`src/rtl/grid_cursor_pkg.sv`:
```
package grid_cursor_pkg;
  localparam int NUM_BTNS  = 5;
  localparam int BTN_HOME  = 0;
  localparam int BTN_UP    = 1;
  localparam int BTN_DOWN  = 2;
  localparam int BTN_LEFT  = 3;
  localparam int BTN_RIGHT = 4;
  typedef logic [NUM_BTNS-1:0] btn_vec_t;
endpackage

```
`src/rtl/btn_sync.sv`:
```
module btn_sync #(
  parameter int STAGES = 2
) (
  input  logic clk,
  input  logic rst,
  input  logic raw_i,
  output logic sync_o
);
  logic [STAGES-1:0] chain_q;

  always_ff @(posedge clk) begin
    if (rst) chain_q <= '0;
    else     chain_q <= {chain_q[STAGES-2:0], raw_i};
  end

  assign sync_o = chain_q[STAGES-1];
endmodule

```
`src/rtl/btn_debounce.sv`:
```
module btn_debounce #(
  parameter int HOLD_CYCLES = 625000
) (
  input  logic clk,
  input  logic rst,
  input  logic level_i,
  output logic press_o
);
  localparam int CNT_W = (HOLD_CYCLES > 2) ? $clog2(HOLD_CYCLES) : 1;
  localparam logic [CNT_W-1:0] LAST = CNT_W'(HOLD_CYCLES - 1);

  logic [CNT_W-1:0] cnt_q;
  logic             stable_q;

  always_ff @(posedge clk) begin
    if (rst) begin
      cnt_q    <= '0;
      stable_q <= 1'b0;
      press_o  <= 1'b0;
    end else begin
      press_o <= 1'b0;
      if (level_i == stable_q) begin
        cnt_q <= '0;
      end else if (cnt_q == LAST) begin
        cnt_q    <= '0;
        stable_q <= level_i;
        press_o  <= level_i;
      end else begin
        cnt_q <= cnt_q + CNT_W'(1);
      end
    end
  end
endmodule

```
`src/rtl/led_onehot.sv`:
```
module led_onehot #(
  parameter int NUM_POS = 8,
  localparam int POS_W = $clog2(NUM_POS)
) (
  input  logic [POS_W-1:0]   pos_i,
  output logic [NUM_POS-1:0] led_o
);
  always_comb begin
    for (int i = 0; i < NUM_POS; i++) begin
      led_o[NUM_POS-1-i] = (pos_i == POS_W'(i));
    end
  end
endmodule

```
`src/rtl/cursor_step.sv`:
```
module cursor_step
  import grid_cursor_pkg::*;
#(
  parameter int NUM_ROWS = 4,
  parameter int NUM_COLS = 2,
  localparam int NUM_POS = NUM_ROWS * NUM_COLS
) (
  input  logic               clk,
  input  logic               rst,
  input  btn_vec_t           press_i,
  output logic [NUM_POS-1:0] led_o
);
  localparam int ROW_W = (NUM_ROWS > 1) ? $clog2(NUM_ROWS) : 1;
  localparam int COL_W = (NUM_COLS > 1) ? $clog2(NUM_COLS) : 1;
  localparam int POS_W = $clog2(NUM_POS);
  localparam logic [ROW_W-1:0] ROW_LAST = ROW_W'(NUM_ROWS - 1);
  localparam logic [COL_W-1:0] COL_LAST = COL_W'(NUM_COLS - 1);
  localparam logic [NUM_POS-1:0] HOME_LED = {1'b1, {(NUM_POS-1){1'b0}}};

  logic [ROW_W-1:0]   row_q, row_n;
  logic [COL_W-1:0]   col_q, col_n;
  logic [POS_W-1:0]   pos_n;
  logic [NUM_POS-1:0] led_n;

  always_comb begin
    row_n = row_q;
    col_n = col_q;
    if (press_i[BTN_HOME]) begin
      row_n = '0;
      col_n = '0;
    end else if (press_i[BTN_UP]) begin
      if (row_q != '0) row_n = row_q - ROW_W'(1);
    end else if (press_i[BTN_DOWN]) begin
      if (row_q != ROW_LAST) row_n = row_q + ROW_W'(1);
    end else if (press_i[BTN_LEFT]) begin
      if (col_q != '0) col_n = col_q - COL_W'(1);
    end else if (press_i[BTN_RIGHT]) begin
      if (col_q != COL_LAST) col_n = col_q + COL_W'(1);
    end
    pos_n = POS_W'(int'(col_n) * NUM_ROWS + int'(row_n));
  end

  led_onehot #(.NUM_POS(NUM_POS)) u_dec (
    .pos_i (pos_n),
    .led_o (led_n)
  );

  always_ff @(posedge clk) begin
    if (rst) begin
      row_q <= '0;
      col_q <= '0;
      led_o <= HOME_LED;
    end else begin
      row_q <= row_n;
      col_q <= col_n;
      led_o <= led_n;
    end
  end
endmodule

```
`src/rtl/grid_cursor.sv`:
```
module grid_cursor
  import grid_cursor_pkg::*;
#(
  parameter int NUM_ROWS    = 4,
  parameter int NUM_COLS    = 2,
  parameter int HOLD_CYCLES = 625000,
  parameter int SYNC_STAGES = 2,
  localparam int NUM_POS    = NUM_ROWS * NUM_COLS
) (
  input  logic               clk,
  input  logic               rst,
  input  logic               btn_home,
  input  logic               btn_up,
  input  logic               btn_down,
  input  logic               btn_left,
  input  logic               btn_right,
  output logic [NUM_POS-1:0] led_out
);
  btn_vec_t raw_btn;
  btn_vec_t sync_btn;
  btn_vec_t press_pulse;

  always_comb begin
    raw_btn            = '0;
    raw_btn[BTN_HOME]  = btn_home;
    raw_btn[BTN_UP]    = btn_up;
    raw_btn[BTN_DOWN]  = btn_down;
    raw_btn[BTN_LEFT]  = btn_left;
    raw_btn[BTN_RIGHT] = btn_right;
  end

  for (genvar b = 0; b < NUM_BTNS; b++) begin : g_btn
    btn_sync #(.STAGES(SYNC_STAGES)) u_sync (
      .clk    (clk),
      .rst    (rst),
      .raw_i  (raw_btn[b]),
      .sync_o (sync_btn[b])
    );
    btn_debounce #(.HOLD_CYCLES(HOLD_CYCLES)) u_db (
      .clk     (clk),
      .rst     (rst),
      .level_i (sync_btn[b]),
      .press_o (press_pulse[b])
    );
  end

  cursor_step #(.NUM_ROWS(NUM_ROWS), .NUM_COLS(NUM_COLS)) u_step (
    .clk     (clk),
    .rst     (rst),
    .press_i (press_pulse),
    .led_o   (led_out)
  );
endmodule

```
`config.mk`:
```
export PLATFORM = sky130hd
export DESIGN_NAME = grid_cursor
export DESIGN_NICKNAME = d
export VERILOG_FILES = /design/src/rtl/grid_cursor_pkg.sv /design/src/rtl/btn_sync.sv /design/src/rtl/btn_debounce.sv /design/src/rtl/led_onehot.sv /design/src/rtl/cursor_step.sv /design/src/rtl/grid_cursor.sv
export SDC_FILE = /design/constraint.sdc
export NUM_CORES = 1
export LEC_CHECK = 0
export ABC_CLOCK_PERIOD_IN_PS = 4200
export BUFFER_PORTS_ARGS = -buffer_cell sky130_fd_sc_hd__buf_4
export CORE_ASPECT_RATIO = 1.25
export CORE_MARGIN = 1.5
export CORE_UTILIZATION = 43
export CTS_CLUSTER_DIAMETER = 50
export CTS_CLUSTER_SIZE = 30
export DETAILED_ROUTE_END_ITERATION = 12
export SYNTH_ARGS = -nofsm -noshare
export SYNTH_HDL_FRONTEND = slang
export SYNTH_HIERARCHICAL = 1
export SYNTH_SLANG_ARGS = --single-unit
```
`constraint.sdc`:
```
create_clock -name clk -period 4.2 [get_ports clk]
set_input_delay 0.42 -clock clk [delete_from_list [all_inputs] [get_ports clk]]
set_output_delay 0.42 -clock clk [all_outputs]
set_load 0.05 [all_outputs]
```
==> reports/results.ini, run 1 <==
[placed_design]
io_buffer_count = 14
routabilityCongestion = 0.810
place_inst = 824
hpwl_um = 7570
dpl_cell_area_um2 = 6120

[global_routing]
grt_pass1_wl_um = 19400
track_usage_pct = 16.7
grt_max_degree = 37
antenna_found_initial = 0
grt_pass1_vias = 4361
grt-ovfl-total = 0

[finish]
syn2layout_area_growth_pct = 14.5
nets = 684
drive_above_1_share_pct = 11.8
final_util_pct = 50.6
stdcell_area_um2 = 6720
layoutNonFillerInstCount = 855
antennaDiodeCount = 0

[outcome]
status = finished clean

[synth]
synth_compound_area_share_pct = 6.40
yosysMostFrequentCell = dfxtp_1
synth_top_family_by_area = simple AND/OR/NAND/NOR gates
synth-main-ff-cell = dfxtp_1
synth.distinct_cells = 36
synth_common_cells = dfxtp_1, nor2_1, xnor2_1
synth_edf_count = 0
synthAdderAreaFrac_pct = 1.07
muxShareOfSynthArea_pct = 0
synth_area_leader_cell = dfxtp_1
avgSynthCellArea_um2 = 8.89
synth_warnings = 6
synth_seq_cells = 131
netlist_instances = 660
synth_top_area_share_pct = 44.7
synth_simple_gate_area_share_pct = 33.3
synth_area_um2 = 5870
synthesis.nets = 672
ys_async_sr_fraction_pct = 0
synth.area.top_cells = dfxtp_1, xnor2_1, nor2_1
yosys.area_share.xor_xnor_pct = 11.2
ys_seq_area_share_pct = 44.7

[clock_tree]
cts_setup_buffers = 0
cts_resized = 0
cts_num_sinks = 131
cts-root-buf = clkbuf_16
clock_latency_ps = 410
cts_hold_buf = 0
cts_max_level = 4
cts_tree = built
path_clk_slew_ps = 60
max-clock-path-buffers = 2
cts_buffers = 17

[floorplanning]
rows = 47
start_util_pct = 44.2
die-width_um = 107
num_io_pins = 15
die_h_um = 134
coreArea_um2 = 13300
die_area_um2 = 14400

[setup_path]
crit_type = flip-flop to flip-flop
critical_path_required_ps = 4550
critPathLaunch = g_btn[1].u_db/cnt_q[8]
cp_max_fo = 8
start_kind = flip-flop
cp_data_arrival_time_ps = 2250
crit_path_end_kind = flip-flop
rr_startpoint = g_btn[1].u_db/cnt_q[8]

[sta]
drv_slew = 0
slew_headroom_pct = 50.1
rsz0062_at_grt = false
hold_viol = 0
finClkSkew_ps = 4.62
fin_crit_sh_pct = 45.4
min_period_ps = 1910
worstMarginPinSlew_ps = 743
finalSetupViolations = 0
fmax_mhz = 524
final.setup.tns_ps = 0

[drt]
vias = 4624
drt-total-wl_um = 11000
firstDrtPassIters = 4
via_per_inst = 5.41
wire_per_inst_um = 12.9
drc = 0
drtIter0Drc = 227
antenna_left = 0

[hold_path]
holdCritStartpoint = btn_left
worstHoldPathType = input port to flip-flop

[power_and_ir_drop]
power.density_nw_per_um2 = 411
p_leak_nw = 1.94
peakVddDrop_uv = 246

[flow_run]
max-cap-violations = 0

==> cell type report <==
class | instances | area [um2]
Clock inverter | 13 | 159
Multi-Input combinational cell | 478 | 3050
Tap cell | 171 | 214
Fill cell | 1259 | 6570
Timing Repair Buffer | 19 | 143
Clock buffer | 18 | 439
Sequential cell | 131 | 2620
Inverter | 25 | 93.8
==> per-stage QoR <==
step	total power [mW]	setup WS [ps]	hold WS (ps)
floorplan	1.30	2450	414
global placement	1.31	2360	420
detailed placement	1.31	2330	420
CTS	2.80	2300	194
global route	2.86	2200	235
finish	2.76	2290	213
==> cells by family after synthesis <==
logic type,Yosys count
AND/OR/NAND/NOR,340
flip-flops,131
XOR/XNOR,75
AO/OA/AOI/OAI,58
buffers and inverters,51
adder cells (fa/ha/maj),5
==> cell usage in the layout (no fill, tap or decap), types with 6 or more instances in the layout <==
master	Yosys	routed
nor4_1	16	16
or4_1	15	15
inv_1	25	25
nor4b_1	10	10
buf_4	0	19
nand4_1	30	30
nand2_1	20	20
or3_1	15	15
xnor2_1	65	65
nand3_1	35	35
a21oi_1	21	21
xor2_1	10	10
clkbuf_16	0	17
o31ai_1	15	15
nor2b_1	20	20
nor2_1	97	97
o21a_1	6	6
nor3_1	40	40
dfxtp_1	131	131
==> power by group <==
part | switching (mW) | internal, mW
combinational | 0.0161 | 0.0119
clock | 0.536 | 0.942
sequential | 0.00341 | 1.25
total | 0.555 | 2.20
==> critical path, cell delays in order, from the launching register on <==
cell	delay (ps)
dfxtp_1	440
nand4_2	190
or3_1	520
or4_1	530
a21oi_1	150
==> metal layers <==
layer	share of wire (%)	wire (um)	vias up	GRT usage, %
li1	-	-	2350	-
met1	46	5040	2190	19.9
met2	49	5430	64	27.7
met3	2.5	272	20	3.96
met4	2.3	251	0	8.99
met5	0	0	-	0
==> sequential cells by signal, summed over array words and instances (netlist names) <==
| signal | cells |
|---|---|
| g_btn.u_db/cnt_q | 100 |
| g_btn.u_db/press_o | 5 |
| g_btn.u_db/stable_q | 5 |
| g_btn.u_sync/chain_q | 10 |
| u_step/col_q | 1 |
| u_step/led_o | 8 |
| u_step/row_q | 2 |
==> path summary, 6_finish.rpt <==
kind                                 to  slack, ps  cells after the start
max             g_btn[1].u_db/cnt_q[19]       2290                      4
min          g_btn[3].u_sync/chain_q[0]        210                      2
min reg2reg  g_btn[0].u_sync/chain_q[1]        440                      1
max reg2reg     g_btn[1].u_db/cnt_q[19]       2290                      4
No activity file was read; power rests on OpenSTA's default activity.
==> run 2, diff against run 1 <==
ABC_CLOCK_PERIOD_IN_PS = 1700   (was 4200)
clock period = 1.7 ns   (was 4.2 ns; I/O delays follow)
==> run 2 against run 1 <==
Against the previous run:
- core utilization grew 7.2 points
- largest power group unchanged
- global-route usage up 1.5 points
- setup slack worse by 2300 ps
- highest routed layer unchanged
==> reports/results.ini, run 2 (same netlist as run 1, synthesis figures left out) <==
[finish]
nets = 774  ; was 684
final_cell_mix = dfxtp_1, nor2_1, buf_4  ; was dfxtp_1, nor2_1, xnor2_1
drive_above_1_share_pct = 28.1  ; was 11.8%
layoutNonFillerInstCount = 946  ; was 855
reg_top3 = g_btn.u_db/cnt_q (100), g_btn.u_sync/chain_q (10), u_step/led_o (8)  ; unchanged
stdcell_area_um2 = 7680  ; was 6720 um2
largest_reg_flops = 100  ; unchanged
largest_register = g_btn.u_db/cnt_q  ; unchanged
antennaDiodeCount = 0  ; unchanged
fillCellCount = 1140  ; was 1259
syn2layout_area_growth_pct = 30.9  ; was 14.5%
final_common_cell = dfxtp_1  ; unchanged

[clock_tree]
max-clock-path-buffers = 2  ; unchanged
cts_buffers = 17  ; unchanged
cts_num_sinks = 131  ; unchanged
cts_tree = built  ; unchanged
path_clk_slew_ps = 60  ; about the same
cts-root-buf = clkbuf_16  ; unchanged
clock_latency_ps = 410  ; about the same
cts_max_level = 4  ; unchanged

[drt]
route.met2.wl_um = 6720  ; was 5430 um
antenna_left = 0  ; unchanged
wl_met1_um = 5390  ; was 5040 um
wire_per_inst_um = 13.3  ; was 12.9 um
highest_layer = met4  ; unchanged
firstDrtPassIters = 4  ; unchanged
drtIter0Drc = 154  ; was 227
via_per_inst = 5.25  ; was 5.41
drc = 0  ; unchanged
vias = 4970  ; was 4624
route.met3.wl_um = 256  ; was 272 um
drt-total-wl_um = 12600  ; was 11000 um

[floorplanning]
coreArea_um2 = 13300  ; unchanged
num_io_pins = 15  ; unchanged
die-width_um = 107  ; unchanged
start_util_pct = 44.2  ; unchanged
die_area_um2 = 14400  ; unchanged
die_h_um = 134  ; unchanged
rows = 47  ; unchanged

[power_and_ir_drop]
power_frac_clock_pct = 55.8  ; was 53.6%
combPwrFrac_pct = 1.4  ; was 1.0%
power_frac_seq_pct = 42.8  ; was 45.4%
power_switching_mw = 1.46  ; was 0.555 mW
p_leak_nw = 2.48  ; was 1.94 nW
power.density_nw_per_um2 = 937  ; was 411 nW/um2
power_mw = 7.20  ; was 2.76 mW
internal-power_mw = 5.74  ; was 2.20 mW
switching_share_pct = 20.2  ; was 20.1%
peakVddDrop_uv = 745  ; was 246 uV

[sta]
rsz0062_at_grt = true  ; was false
drv_slew = 0  ; unchanged
final.setup.tns_ps = 0  ; unchanged
min_period_ps = 1680  ; was 1910 ps
fin_crit_sh_pct = 98.8  ; was 45.4%
fmax_mhz = 595  ; was 524 MHz
finClkSkew_ps = 8.90  ; was 4.62 ps
hold_viol = 0  ; unchanged
worstMarginPinSlew_ps = 427  ; was 743 ps
finalSetupViolations = 0  ; unchanged
slew_headroom_pct = 71.3  ; was 50.1%

[placed_design]
hpwl_um = 8820  ; was 7570 um
dpl_cell_area_um2 = 6730  ; was 6120 um2
io_buffer_count = 14  ; unchanged
routabilityCongestion = 0.825  ; was 0.810
place_inst = 902  ; was 824

[global_routing]
grt_max_degree = 37  ; unchanged
grt-ovfl-total = 0  ; unchanged
grt_pass1_vias = 4949  ; was 4361
track_usage_pct = 18.2  ; was 16.7%
antenna_found_initial = 0  ; unchanged
grt_pass1_wl_um = 21300  ; was 19400 um

[flow_run]
max-cap-violations = 0  ; unchanged

[setup_path]
crit_path_end_kind = flip-flop  ; unchanged
start_kind = flip-flop  ; unchanged
cp_data_arrival_time_ps = 1990  ; was 2250 ps
critical_path_required_ps = 2010  ; was 4550 ps
cp_max_fo = 4  ; was 8
crit_type = flip-flop to flip-flop  ; unchanged

[hold_path]
worstHoldPathType = input port to flip-flop  ; unchanged

[outcome]
status = finished clean  ; unchanged

## run 2: cell types whose count changed in the layout (fill, tap and decap cells not counted), sizes merged
cell / previous run / this run
inv: 26 / 28
clkbuf: 18 / 17
buf: 19 / 105
clkinv: 6 / 5
dlygate4sd3: 0 / 4
clkinvlp: 3 / 2
bufinv: 3 / 5
## run 2: through the flow
step	hold slack [ps]	utilization (%)	setup WS (ps)
after detailed placement	386	50.6	-13.5
after floorplan	242	-	-46.5
after global routing	25.5	57.8	-18.5
after CTS	14.8	56.1	-5.76
final	34.2	57.8	20.1
after global placement	382	50.6	16.8
## run 2: power groups by stage
stage               sequential [mW]  combinational [mW]  clock [mW]
global placement               3.16              0.0802           0
detailed placement             3.16              0.0834           0
floorplan                      3.16              0.0416           0
finish                         3.08               0.100        4.02
global route                   3.08               0.111        4.26
CTS                            3.09              0.0915        4.10
## run 2: area by class of cell
cell class	instances	area (um2)	area share, %
clock buffer	17	425	5.54
clock inverter	15	230	3.00
inverter	25	93.8	1.22
multi-input combinational	478	3190	41.5
sequential	131	2670	34.7
tap	171	214	2.79
timing repair buffer	109	861	11.2
## run 2: critical path, cell delays in order, from the launching register on
cell     delay, ps
dfxtp_1        310
buf_4          150
nor4b_2        260
nand4_1        280
buf_4          220
o21a_1         150
o21ba_2        190
## run 2: worst paths after layout
check / start / endpoint / slack, ps / cells after the start
setup / recovery: g_btn[3].u_db/cnt_q[7] / g_btn[3].u_db/stable_q / 20 / 6
hold / removal: btn_up / g_btn[1].u_sync/chain_q[0] / 30 / 2
setup reg to reg: g_btn[3].u_db/cnt_q[7] / g_btn[3].u_db/stable_q / 20 / 6
hold reg to reg: g_btn[0].u_sync/chain_q[0] / g_btn[0].u_sync/chain_q[1] / 440 / 1
## run 2: layer usage
metal / up-vias / global-route usage [%]
li1: 2528 / -
met1: 2369 / 20.2
met2: 54 / 33.1
met3: 19 / 3.77
met4: 0 / 8.26
met5: - / 0
## run 2: timing repair
item	4_1_cts	5_1_grt
endpoints found under the setup margin	23	99
setup buffers	0	5
hold endpoints to repair	4	0
pin swaps	0	11
resized for setup	7	55
hold buffers	4	0
gates cloned	0	3
==> run 3, diff against run 2 <==
--- a/config.mk
+++ b/config.mk
@@ -14,4 +14,5 @@
 export CTS_CLUSTER_SIZE = 30
 export DETAILED_ROUTE_END_ITERATION = 12
+export GPL_TIMING_DRIVEN = 0
 export SYNTH_ARGS = -nofsm -noshare
 export SYNTH_HDL_FRONTEND = slang
==> constraint.sdc (replaced) <==
create_clock -name clk -period 1.7 [get_ports clk]
set_input_delay 0.17 -clock clk [delete_from_list [all_inputs] [get_ports clk]]
set_output_delay 0.17 -clock clk [all_outputs]
set_load 0.02 [all_outputs]
==> run 3 against run 2 <==
Against the previous run:
- the run now ends with negative setup slack left
- via count is 2.1% lower
- non-clock buffer count is 37 lower
- global-route usage is 0.11 points lower
- cell count is 3.9% lower
- combinational power hardly changed
- cell area is 1.1% lower
- critical endpoint is now g_btn[1].u_db/cnt_q[19]
- largest power group unchanged
==> reports/results.ini, run 3 (same netlist as run 1, synthesis figures left out) <==
[outcome]
status = finished, violations left  ; was finished clean
failed_checks = negative setup slack

[flow_run]
max-cap-violations = 0  ; unchanged

[drt]
wire_per_inst_um = 13.7  ; was 13.3 um
firstDrtPassIters = 5  ; was 4
drtIter0Drc = 163  ; was 154
via_per_inst = 5.35  ; was 5.25
drt-total-wl_um = 12500  ; was 12600 um
antenna_left = 0  ; unchanged
drc = 0  ; unchanged
vias = 4864  ; was 4970

[finish]
fillCellCount = 1204  ; was 1140
largest_register = g_btn.u_db/cnt_q  ; unchanged
final_util_pct = 57.2  ; was 57.8%
multi_input_area_um2 = 3350  ; was 3190 um2
final_cell_mix = nor2_1, xnor2_1, dfxtp_1  ; was dfxtp_1, nor2_1, buf_4
ff_latch_area_um2 = 2760  ; was 2670 um2
reg_top3 = g_btn.u_db/cnt_q (100), g_btn.u_sync/chain_q (10), u_step/led_o (8)  ; unchanged
antennaDiodeCount = 0  ; unchanged
drive_above_1_share_pct = 30.8  ; was 28.1%
largest_reg_flops = 100  ; unchanged
syn2layout_area_growth_pct = 29.4  ; was 30.9%
stdcell_area_um2 = 7600  ; was 7680 um2
nets = 737  ; was 774
final_common_cell = nor2_1  ; was dfxtp_1

[sta]
drv_slew = 0  ; unchanged
fmax_mhz = 584  ; was 595 MHz
fin_ws_ps = -13.4  ; was 20.1 ps
whs_ps = 112  ; was 34.2 ps
slew_headroom_pct = 71.5  ; was 71.3%
min_period_ps = 1710  ; was 1680 ps
finClkSkew_ps = 6.05  ; was 8.90 ps
worstMarginPinSlew_ps = 424  ; was 427 ps
hold_viol = 0  ; unchanged
finalSetupViolations = 1  ; was 0
fin_crit_sh_pct = 101  ; was 98.8%
rsz0062_at_grt = true  ; unchanged

[clock_tree]
clock_latency_ps = 410  ; about the same
cts_buffers = 17  ; unchanged
path_clk_slew_ps = 60  ; about the same
cts_tree = built  ; unchanged
cts_max_level = 4  ; unchanged
cts_num_sinks = 131  ; unchanged
cts-root-buf = clkbuf_16  ; unchanged
max-clock-path-buffers = 2  ; unchanged

[power_and_ir_drop]
internal-power_mw = 5.48  ; was 5.74 mW
power_frac_seq_pct = 44.7  ; was 42.8%
combPwrFrac_pct = 1.5  ; was 1.4%
power_frac_clock_pct = 53.8  ; was 55.8%
power_switching_mw = 1.38  ; was 1.46 mW
p_leak_nw = 2.30  ; was 2.48 nW
power_mw = 6.85  ; was 7.20 mW
power.density_nw_per_um2 = 902  ; was 937 nW/um2
peakVddDrop_uv = 652  ; was 745 uV
switching_share_pct = 20.1  ; was 20.2%

[global_routing]
track_usage_pct = 18.1  ; was 18.2%
grt_pass1_wl_um = 21000  ; was 21300 um
grt_pass1_vias = 4686  ; was 4949
antenna_found_initial = 0  ; unchanged
grt-ovfl-total = 0  ; unchanged
grt_max_degree = 28  ; was 37

[floorplanning]
die-width_um = 107  ; unchanged
die_area_um2 = 14400  ; unchanged
coreArea_um2 = 13300  ; unchanged
die_h_um = 134  ; unchanged
rows = 47  ; unchanged
num_io_pins = 15  ; unchanged
start_util_pct = 44.2  ; unchanged

[placed_design]
routabilityCongestion = 0.773  ; was 0.825
pre_cts_ws_ps = -371  ; was -13.5 ps
io_buffer_count = 14  ; unchanged
dpl_cell_area_um2 = 6200  ; was 6730 um2
hpwl_um = 7880  ; was 8820 um

[setup_path]
crit_path_end_kind = flip-flop  ; unchanged
cp_max_fo = 8  ; was 4
crit_type = flip-flop to flip-flop  ; unchanged
slowest_stage = or4_4  ; was dfxtp_1
cp_data_arrival_time_ps = 2060  ; was 1990 ps
worst_path_largest_cell_delay_ps = 530  ; was 310 ps
start_kind = flip-flop  ; unchanged
critical_path_required_ps = 2040  ; was 2010 ps
crit_chain = nand4_1, or3_4, or4_4, a21oi_2  ; was buf_4, nor4b_2, nand4_1, buf_4, o21a_1, o21ba_2

[hold_path]
worstHoldPathType = input port to flip-flop  ; unchanged

run 3: per-stage QoR:
stage | std cells | TNS (ps)
after CTS | 899 | 0
final | 909 | -13.4
after global routing | 909 | -76.0
after global placement | 845 | -28100
after detailed placement | 845 | -31430
after floorplan | 660 | -4010
run 3: worst paths after layout:
kind / startpoint / endpoint / slack (ps) / cells after the start
setup / recovery: g_btn[1].u_db/cnt_q[14] / g_btn[1].u_db/cnt_q[19] / -10 / 4
hold / removal: rst / g_btn[3].u_sync/chain_q[0] / 110 / 2
setup reg to reg: g_btn[1].u_db/cnt_q[14] / g_btn[1].u_db/cnt_q[19] / -10 / 4
hold reg to reg: g_btn[1].u_sync/chain_q[0] / g_btn[1].u_sync/chain_q[1] / 430 / 1
run 3: layout make-up:
| cell class | instances | share of cell area [%] |
|---|---|---|
| inverter | 25 | 1.24 |
| multi-input combinational | 478 | 44.1 |
| timing repair buffer | 57 | 5.73 |
| clock buffer | 19 | 5.96 |
| sequential | 131 | 36.3 |
| tap | 171 | 2.82 |
| clock inverter | 13 | 2.09 |
| buffer | 15 | 1.78 |
run 3: layer usage:
layer / share of wire (%) / GRT usage [%]
met5: 0 / 0
met4: 0.73 / 7.46
met3: 2.5 / 4.65
met1: 44 / 20.5
met2: 52 / 32.2
run 3: what timing repair did:
item,CTS,global route
resized for setup,107,67
pin swaps,6,27
endpoints found under the setup margin,101,111
hold endpoints to repair,5,0
gates cloned,5,0
setup buffers,22,11
hold buffers,5,0
run 3: power groups by stage:
stage	Combinational, mW	Sequential [mW]	Clock (mW)
finish	0.101	3.06	3.69
global route	0.112	3.06	3.94
CTS	0.0996	3.07	3.80
detailed placement	0.0717	3.16	0
global placement	0.0700	3.16	0
floorplan	0.0416	3.16	0
run 3: critical path, delay by kind of cell (launching register included):
family	cells	cell delay, ps
compound gates	1	150
flops	1	420
simple gates	3	1080
